===== config.mk =====
export PLATFORM = sky130hd
export DESIGN_NAME = link_bw_notifier
export DESIGN_NICKNAME = d
export VERILOG_FILES = /design/src/rtl/lbn_pkg.sv /design/src/rtl/lbn_rate_pick.sv /design/src/rtl/lbn_retrain_ctl.sv /design/src/rtl/lbn_status.sv /design/src/rtl/link_bw_notifier.sv
export SDC_FILE = /design/constraint.sdc
export NUM_CORES = 1
export LEC_CHECK = 0
export BUFFER_PORTS_ARGS = -buffer_cell sky130_fd_sc_hd__buf_2
export CAP_MARGIN = 0
export CORE_MARGIN = 3
export CORE_UTILIZATION = 54
export CTS_CLUSTER_SIZE = 24
export DETAILED_ROUTE_END_ITERATION = 12
export HOLD_SLACK_MARGIN = 0.1
export PLACE_DENSITY = 0.92
export SYNTH_ARGS = -nofsm -noshare
export SYNTH_HDL_FRONTEND = slang
export SYNTH_SLANG_ARGS = --single-unit

===== constraint.sdc =====
create_clock -name clk -period 5.1 [get_ports clk]
set_input_delay 0.51 -clock clk [delete_from_list [all_inputs] [get_ports clk]]
set_output_delay 0.51 -clock clk [all_outputs]
set_load 0.02 [all_outputs]

===== src/rtl/lbn_pkg.sv =====
package lbn_pkg;
    typedef enum logic [1:0] {
        CAUSE_TRAIN = 2'd0,
        CAUSE_AUTO  = 2'd1,
        CAUSE_MGMT  = 2'd2
    } lbn_cause_e;

    typedef enum logic {
        ST_IDLE = 1'b0,
        ST_WAIT = 1'b1
    } lbn_state_e;
endpackage


===== src/rtl/lbn_rate_pick.sv =====
module lbn_rate_pick #(
    parameter int SPD_N = 2,
    parameter int SPD_W = $clog2(SPD_N + 1)
) (
    input  logic [SPD_N-1:0] partner_rates,
    input  logic [SPD_N-1:0] local_rates,
    input  logic [SPD_W-1:0] target_rate,
    output logic [SPD_W-1:0] capped_rate
);
    logic [SPD_W-1:0] common_max;
    logic [SPD_W-1:0] ceiling;

    always_comb begin
        common_max = SPD_W'(1);
        for (int i = 0; i < SPD_N; i++) begin
            if (partner_rates[i] && local_rates[i]) begin
                common_max = SPD_W'(i + 1);
            end
        end
        ceiling     = (target_rate == '0) ? SPD_W'(1) : target_rate;
        capped_rate = (common_max < ceiling) ? common_max : ceiling;
    end
endmodule


===== src/rtl/lbn_retrain_ctl.sv =====
module lbn_retrain_ctl
    import lbn_pkg::*;
#(
    parameter int SPD_W = 2,
    parameter int WID_W = 3
) (
    input  logic             clk,
    input  logic             rst_n,
    input  logic [SPD_W-1:0] capped_rate,
    input  logic [WID_W-1:0] max_width,
    input  logic             auto_rate_dis,
    input  logic             auto_width_dis,
    input  logic             train_req,
    input  logic             degrade_req,
    input  logic             pm_down_req,
    input  logic             pm_up_req,
    input  logic             phy_ack,
    output logic             retrain_req,
    output logic [SPD_W-1:0] retrain_rate,
    output logic [WID_W-1:0] retrain_width,
    output logic [SPD_W-1:0] cur_rate,
    output logic [WID_W-1:0] cur_width,
    output logic             evt_auto,
    output logic             evt_mgmt
);
    typedef struct packed {
        lbn_state_e       st;
        lbn_cause_e       cause;
        logic [SPD_W-1:0] pend_rate;
        logic [WID_W-1:0] pend_width;
        logic [SPD_W-1:0] rate;
        logic [WID_W-1:0] width;
    } ctl_t;

    ctl_t q, d;

    logic [SPD_W-1:0] dg_rate, dn_rate, up_rate;
    logic [WID_W-1:0] dg_width, dn_width, up_width;
    logic             dg_ok, dn_ok, up_ok;

    always_comb begin
        dg_ok = (q.rate > SPD_W'(1)) || (q.width != '0);
        if (q.rate > SPD_W'(1)) begin
            dg_rate  = q.rate - SPD_W'(1);
            dg_width = q.width;
        end else begin
            dg_rate  = q.rate;
            dg_width = (q.width != '0) ? (q.width - WID_W'(1)) : q.width;
        end

        dn_rate  = auto_rate_dis  ? q.rate  : SPD_W'(1);
        dn_width = auto_width_dis ? q.width : '0;
        dn_ok    = (dn_rate != q.rate) || (dn_width != q.width);

        up_rate  = auto_rate_dis  ? q.rate  : capped_rate;
        up_width = auto_width_dis ? q.width : max_width;
        up_ok    = (up_rate != q.rate) || (up_width != q.width);

        d = q;
        unique case (q.st)
            ST_IDLE: begin
                if (degrade_req && dg_ok) begin
                    d.st         = ST_WAIT;
                    d.cause      = CAUSE_MGMT;
                    d.pend_rate  = dg_rate;
                    d.pend_width = dg_width;
                end else if (train_req) begin
                    d.st         = ST_WAIT;
                    d.cause      = CAUSE_TRAIN;
                    d.pend_rate  = capped_rate;
                    d.pend_width = max_width;
                end else if (pm_down_req && dn_ok) begin
                    d.st         = ST_WAIT;
                    d.cause      = CAUSE_AUTO;
                    d.pend_rate  = dn_rate;
                    d.pend_width = dn_width;
                end else if (pm_up_req && up_ok) begin
                    d.st         = ST_WAIT;
                    d.cause      = CAUSE_AUTO;
                    d.pend_rate  = up_rate;
                    d.pend_width = up_width;
                end
            end
            ST_WAIT: begin
                if (phy_ack) begin
                    d.st    = ST_IDLE;
                    d.rate  = q.pend_rate;
                    d.width = q.pend_width;
                end
            end
            default: d.st = ST_IDLE;
        endcase
    end

    always_ff @(posedge clk or negedge rst_n) begin
        if (!rst_n) begin
            q.st         <= ST_IDLE;
            q.cause      <= CAUSE_TRAIN;
            q.pend_rate  <= SPD_W'(1);
            q.pend_width <= '0;
            q.rate       <= SPD_W'(1);
            q.width      <= '0;
        end else begin
            q <= d;
        end
    end

    assign retrain_req   = (q.st == ST_WAIT);
    assign retrain_rate  = q.pend_rate;
    assign retrain_width = q.pend_width;
    assign cur_rate      = q.rate;
    assign cur_width     = q.width;
    assign evt_auto      = retrain_req && phy_ack && (q.cause == CAUSE_AUTO);
    assign evt_mgmt      = retrain_req && phy_ack && (q.cause == CAUSE_MGMT);
endmodule


===== src/rtl/lbn_status.sv =====
module lbn_status #(
    parameter int NSTS = 2
) (
    input  logic            clk,
    input  logic            rst_n,
    input  logic [NSTS-1:0] set_evt,
    input  logic [NSTS-1:0] clr_w1,
    input  logic [NSTS-1:0] int_en,
    output logic [NSTS-1:0] sts,
    output logic            irq
);
    logic [NSTS-1:0] sts_d, sts_q;

    always_comb begin
        for (int i = 0; i < NSTS; i++) begin
            sts_d[i] = set_evt[i] | (sts_q[i] & ~clr_w1[i]);
        end
    end

    always_ff @(posedge clk or negedge rst_n) begin
        if (!rst_n) sts_q <= '0;
        else        sts_q <= sts_d;
    end

    assign sts = sts_q;
    assign irq = |(sts_q & int_en);
endmodule


===== src/rtl/link_bw_notifier.sv =====
module link_bw_notifier #(
    parameter int SPD_N = 2,
    parameter int WID_W = 3,
    localparam int SPD_W = $clog2(SPD_N + 1)
) (
    input  logic             clk,
    input  logic             rst_n,
    input  logic [SPD_N-1:0] partner_rates,
    input  logic [SPD_N-1:0] local_rates,
    input  logic [SPD_W-1:0] target_rate,
    input  logic [WID_W-1:0] max_width,
    input  logic             auto_rate_dis,
    input  logic             auto_width_dis,
    input  logic             train_req,
    input  logic             degrade_req,
    input  logic             pm_down_req,
    input  logic             pm_up_req,
    input  logic             phy_ack,
    input  logic             ie_auto,
    input  logic             ie_mgmt,
    input  logic             clr_auto,
    input  logic             clr_mgmt,
    output logic             retrain_req,
    output logic [SPD_W-1:0] retrain_rate,
    output logic [WID_W-1:0] retrain_width,
    output logic [SPD_W-1:0] cur_rate,
    output logic [WID_W-1:0] cur_width,
    output logic             sts_auto,
    output logic             sts_mgmt,
    output logic             irq
);
    logic [SPD_W-1:0] capped_rate;
    logic             evt_auto, evt_mgmt;
    logic [1:0]       sts_vec;

    lbn_rate_pick #(.SPD_N(SPD_N), .SPD_W(SPD_W)) u_pick (
        .partner_rates (partner_rates),
        .local_rates   (local_rates),
        .target_rate   (target_rate),
        .capped_rate   (capped_rate)
    );

    lbn_retrain_ctl #(.SPD_W(SPD_W), .WID_W(WID_W)) u_ctl (
        .clk            (clk),
        .rst_n          (rst_n),
        .capped_rate    (capped_rate),
        .max_width      (max_width),
        .auto_rate_dis  (auto_rate_dis),
        .auto_width_dis (auto_width_dis),
        .train_req      (train_req),
        .degrade_req    (degrade_req),
        .pm_down_req    (pm_down_req),
        .pm_up_req      (pm_up_req),
        .phy_ack        (phy_ack),
        .retrain_req    (retrain_req),
        .retrain_rate   (retrain_rate),
        .retrain_width  (retrain_width),
        .cur_rate       (cur_rate),
        .cur_width      (cur_width),
        .evt_auto       (evt_auto),
        .evt_mgmt       (evt_mgmt)
    );

    lbn_status #(.NSTS(2)) u_sts (
        .clk     (clk),
        .rst_n   (rst_n),
        .set_evt ({evt_mgmt, evt_auto}),
        .clr_w1  ({clr_mgmt, clr_auto}),
        .int_en  ({ie_mgmt, ie_auto}),
        .sts     (sts_vec),
        .irq     (irq)
    );

    assign sts_auto = sts_vec[0];
    assign sts_mgmt = sts_vec[1];
endmodule


Word level (Yosys, flattened, before mapping)
Index checks and enable logic that the tools add are counted.
{"block": "classes", "n_addsub": 2, "n_mul": 0, "div_mod_pow": 0, "n_lt_le_gt_ge": 2, "eq_ne": 6, "shift": 0, "mux": 16, "n_bitwise": 8, "n_reduce_logical": 16}
{"cell": "two-way mux 8 bit", "n": 4}
{"cell": "two-way mux 2 bit", "n": 6}
{"cell": "two-way mux 3 bit", "n": 4}
{"cell": "logical AND 1 bit", "n": 7}
{"cell": "inequality test 3 bit", "n": 2}
{"cell": "inequality test 2 bit", "n": 2}
{"cell": "AND reduction 2 bit", "n": 2}
{"cell": "nonzero test 4 bit", "n": 1}
{"cell": "logical OR 1 bit", "n": 3}
{"cell": "inverter 1 bit", "n": 3}
{"cell": "nonzero test 3 bit", "n": 1}
{"cell": "subtractor 3 x 1 -> 3 bit (second input constant)", "n": 1}
{"cell": "AND 1 bit", "n": 2}
{"cell": "AND 2 bit", "n": 1}
{"cell": "== test 2 x 1 -> 1 bit (second input constant)", "n": 1}
{"cell": "== test 2 bit (second input constant)", "n": 1}
{"cell": "greater-than comparator 2 x 1 -> 1 bit (second input constant)", "n": 1}
{"cell": "zero test 2 bit", "n": 1}
{"cell": "less-than comparator 2 bit", "n": 1}
{"cell": "OR 1 bit", "n": 2}
{"cell": "case mux 1 bit (2 select lines)", "n": 1}
{"cell": "OR reduction 2 bit", "n": 1}
{"cell": "subtractor 2 x 1 -> 2 bit (second input constant)", "n": 1}
{"cell": "two-way mux 1 bit", "n": 1}
{"block": "word_totals", "regBits": 15, "latchBits": 0, "mem_bits_rw": 0, "romBits": 0, "inputBits": 22, "memories": 0}

Logic depth before layout (Yosys ltp)
{"block": "depth", "word_depth": 13, "depth_mapped": 9}

Hierarchy
From an unflattened synthesis, not the netlist that was laid out.
{"block": "unflattened", "cells_unflattened": 127, "area_unflattened_um2": 1131.1}
{"mod": "lbn_retrain_ctl", "n_inst": 1, "cells_per_inst": 118, "area_per_inst_um2": 1038.5, "seq_area_each_um2": 327.8}
{"mod": "lbn_status", "n_inst": 1, "cells_per_inst": 7, "area_per_inst_um2": 81.3, "seq_area_each_um2": 50.0}
{"mod": "lbn_rate_pick", "n_inst": 1, "cells_per_inst": 2, "area_per_inst_um2": 11.3, "seq_area_each_um2": 0.0}

Worst setup path after synthesis
Ideal clock, no wire load.
{"block": "synth_path", "path_kind": "reg-to-reg", "from": "register u_ctl.q (netlist bit u_ctl.cur_rate[0])", "to": "register u_ctl.q (netlist bit u_ctl.retrain_rate[1])", "arrival_ns": 1.805, "t_required_ns": 4.975, "slack_ns": 3.170, "stages_incl_launch_ff": 6, "period_less_slack_ns": 1.930, "cell_sequence": "dfstp_2 -> and4b_1 -> a221oi_2 -> o21ai_2 -> a21oi_4 -> mux2_4"}
{"block": "synth_between", "elab_chain_len": 7, "elab_cells_between_ends": 18, "cone_classes": "add/sub (1); order compare (1); eq/ne (2); mux (6); reduce/logical (8)"}
{"item": "start, declared", "line": "lbn_retrain_ctl.sv:35", "source": "ctl_t q, d;"}
{"item": "two-way mux 2 bit", "line": "lbn_retrain_ctl.sv:51", "source": "dn_rate = auto_rate_dis ? q.rate : SPD_W'(1);"}
{"item": "inequality test 2 bit", "line": "lbn_retrain_ctl.sv:53", "source": "dn_ok = (dn_rate != q.rate) || (dn_width != q.width);"}
{"item": "logical OR 1 bit", "line": "lbn_retrain_ctl.sv:53"}
{"item": "logical AND 1 bit", "line": "lbn_retrain_ctl.sv:72", "source": "end else if (pm_down_req && dn_ok) begin"}
{"item": "two-way mux 8 bit", "line": "lbn_retrain_ctl.sv:72"}
{"item": "two-way mux 8 bit", "line": "lbn_retrain_ctl.sv:67", "source": "end else if (train_req) begin"}
{"item": "two-way mux 8 bit", "line": "lbn_retrain_ctl.sv:62", "source": "if (degrade_req && dg_ok) begin"}
Several ways; a longest one is shown, not always the timed one.
A chain may end at the register's enable or synchronous reset.

Worst setup path in the final report
{"block": "layout_path", "from": "register u_ctl.q (netlist bit u_ctl.cur_rate[1])", "to": "register u_ctl.q (netlist bit u_ctl.retrain_rate[1])"}
The elaborated chain is that of the path after synthesis.

==> flow_summary.ini <==
[run_status]
outcome = complete, no violations

[synthesis]
synth-seq-area-share_pct = 32.61
netlist_area_um2 = 1159
synth_edf_count = 0
synthFlopType = dfrtp_1
yosys_warnings = 0
avgSynthCellArea_um2 = 9.903
ys_types = 43
ys_async_sr_fraction_pct = 100.0
synthCells = 117
synth_seq_cells = 15
syn-num-nets = 143

[layout]
layout.area.seq_um2 = 377.9
instances_no_fill = 166
multi_input_area_um2 = 641.9
layout-drive-gt1-share_pct = 36.69
diodes = 0
area_delta_synth_final_pct = 10.26
fillers = 181
stdcell_area_um2 = 1277
nets = 166

[hold_path]
hold_class = in2async

[grt]
track_usage_pct = 21.47
grt_pass1_wl_um = 4271
grt_pass1_vias = 990
grt_max_degree = 16
antenna_found_initial = 0
grt_overflow_total = 0

[place]
post_dp_cell_area_um2 = 1251
placed_cells = 162
gp_congestion = 0.9661
dp_hpwl_um = 2003
portBuffers = 32

[critical_path]
critPathKind = reg2reg
cp_cell_sequence = inv_1 -> ha_1 -> nor2b_1 -> o21ai_1 -> nor3b_4 -> a21oi_4 -> mux2_4
start_kind = flip-flop
critPathSlowestCell = dfrtp_1
crit_required_ns = 5.29
crit_fanout = 13
timing.critical_path.buf_inv = 1
crit_path_max_incr_delay_ns = 0.51
cp_top_family = compound AO/OA/AOI/OAI gates
critPathArrivalTime_ns = 2.71
worstSetupEndpointType = flip-flop

[sta]
rsz0062_at_grt = no
hold_violations = 0
fmax_mhz = 397.6
setup_viol_count_final = 0
max_slew_margin_pct = 44.08
min_period_ns = 2.515
post-route-period-util_pct = 49.31
finalClockSkew_ns = 0.004414
slew_violations = 0
worst_pin_slew_ns = 0.8331
finalSetupTns_ns = 0

[flow_run]
maxCapViolations = 0

[drt]
vias_per_cell = 5.867
first_pass_iters = 4
vias = 974
ant_nets = 0
drc = 0
routed_wl_um = 2628
wire_per_inst_um = 15.83
dr.first_iter.drc_count = 30

[floorplan]
die_y_um = 52.32
num_io_pins = 36
rows = 16
start_util_pct = 57.87
fp.dieW_um = 52.32
core-area_um2 = 2002
dieArea_um2 = 2737

[power]
leakagePower_nw = 0.5892
ir_drop_v = 0.0003682
power-per-cell-area_nw_per_um2 = 614.2

[clocking]
postCtsHoldBufs = 0
clk_pin_slew_ns = 0.10
clockRootBuffer = clkbuf_4
cts_num_sinks = 15
postCtsSetupBuffers = 0
clockBufferDepth = 2
cts-buffers-inserted = 3
htree_levels = 1
tritoncts = done
cts_resized = 0
clock_latency_ns = 0.30
## where the power goes
part | switching [mW] | internal (mW) | leakage, nW
clock | 0.0432 | 0.0305 | 0.0150
sequential | 0.0745 | 0.181 | 0.184
combinational | 0.245 | 0.210 | 0.390
## placed cells by master (no fill, tap or decap), drive strengths merged, types with 2 or more instances in the layout
| cell | n |
|---|---|
| buf | 32 |
| dfrtp | 13 |
| inv | 10 |
| mux2 | 8 |
| nor2b | 7 |
| nand2b | 5 |
| xnor2 | 5 |
| o21ai | 5 |
| nand2 | 4 |
| ha | 4 |
| clkbuf | 4 |
| a22oi | 3 |
| o221ai | 3 |
| nor2 | 3 |
| a21oi | 3 |
| a22o | 2 |
| nand3 | 2 |
| o32ai | 2 |
| nor3 | 2 |
| o22ai | 2 |
| nand4b | 2 |
| dfstp | 2 |
| nor3b | 2 |
| a221oi | 2 |
## path summary, 6_finish.rpt
| check | from | end | slack [ns] | cells after the start |
|---|---|---|---|---|
| worst min register to register | u_ctl.q[11]$_DFFE_PN0P_ | u_sts.sts[0]$_DFF_PN0_ | 0.48 | 1 |
| worst max-delay path | u_ctl.cur_rate[1]$_DFFE_PN0P_ | u_ctl.retrain_rate[1]$_DFFE_PN0P_ | 2.59 | 7 |
| worst max register to register | u_ctl.cur_rate[1]$_DFFE_PN0P_ | u_ctl.retrain_rate[1]$_DFFE_PN0P_ | 2.59 | 7 |
| min in group clk | clr_auto | u_sts.sts[0]$_DFF_PN0_ | 0.38 | 2 |
| worst min-delay path | rst_n | u_ctl.cur_width[0]$_DFFE_PN0P_ | 0.10 | 1 |
| max in group asynchronous | rst_n | u_ctl.retrain_rate[0]$_DFFE_PN1P_ | 4.69 | 1 |
## registers in the layout, summed over array words and instances (netlist names)
| register | count |
|---|---|
| u_ctl.cur_rate | 2 |
| u_ctl.q | 2 |
| u_ctl.cur_width | 3 |
| u_sts.sts | 2 |
| u_ctl.retrain_rate | 2 |
| u_ctl.retrain_width | 3 |
| u_ctl.retrain_req | 1 |
## routing by layer
| metal | vias to the layer above | global-route usage (%) | routed length (µm) |
|---|---|---|---|
| met5 | - | 0 | 0 |
| met4 | 0 | 12.34 | 85 |
| met3 | 13 | 3.419 | 160 |
| met2 | 43 | 38.64 | 1323 |
| met1 | 456 | 23.36 | 1058 |
| li1 | 462 | - | - |
## through the flow
step           hold slack [ns]  power (mW)  setup slack [ns]  util [%]
2_1_floorplan           0.2144      0.6469             3.170         -
3_3_place_gp            0.4175      0.6825             2.700     62.50
3_5_place_dp            0.4350      0.7092             2.622     62.50
4_1_cts                 0.1119      0.7818             2.612     63.81
5_1_grt                 0.1169      0.8403             2.409     63.81
6_report                0.1013      0.7846             2.585     63.81
## synthesized netlist by cell type (2+ instances only)
master	n	area [µm²]
nand4b_1	2	17.52
a21oi_1	2	10.01
mux2_2	4	45.04
ha_1	4	50.05
a22o_1	2	17.52
nand2_1	4	15.01
xnor2_1	5	43.79
nand3_1	2	10.01
nand2b_1	5	31.28
mux2_4	4	60.06
o32ai_1	2	17.52
inv_1	10	37.54
nor2b_1	7	43.79
o221ai_1	3	26.28
nor2_1	3	11.26
a22oi_1	3	22.52
dfrtp_1	13	325.3
o21ai_0	3	15.01
o22ai_1	2	12.51
buf_2	3	15.01
buf_4	10	75.07
dfstp_2	2	52.55
nor3_1	2	10.01
## worst reg2reg max path, cell delays in order (launching register included)
cell,delay (ns)
dfrtp_1,0.51
inv_1,0.10
ha_1,0.20
nor2b_1,0.29
o21ai_1,0.37
nor3b_4,0.29
a21oi_4,0.31
mux2_4,0.34
## kinds of logic after synthesis
group                    count (synthesis)  synth area share, %
buffers and inverters                   24                11.99
XOR/XNOR                                 5                3.780
flip-flops                              15                32.61
AO/OA/AOI/OAI                           30                20.95
multiplexers                             8                9.071
adder cells (fa/ha/maj)                  4                4.320
AND/OR/NAND/NOR                         31                17.28
## layout make-up
cell class / instances / area share [%]
flip-flops and latches: 15 / 29.58
well taps: 27 / 2.644
repair buffers: 32 / 12.54
multi-input cells: 78 / 50.24
clock buffers: 4 / 2.057
inverters: 10 / 2.938
(Power assumes the default switching activity.)
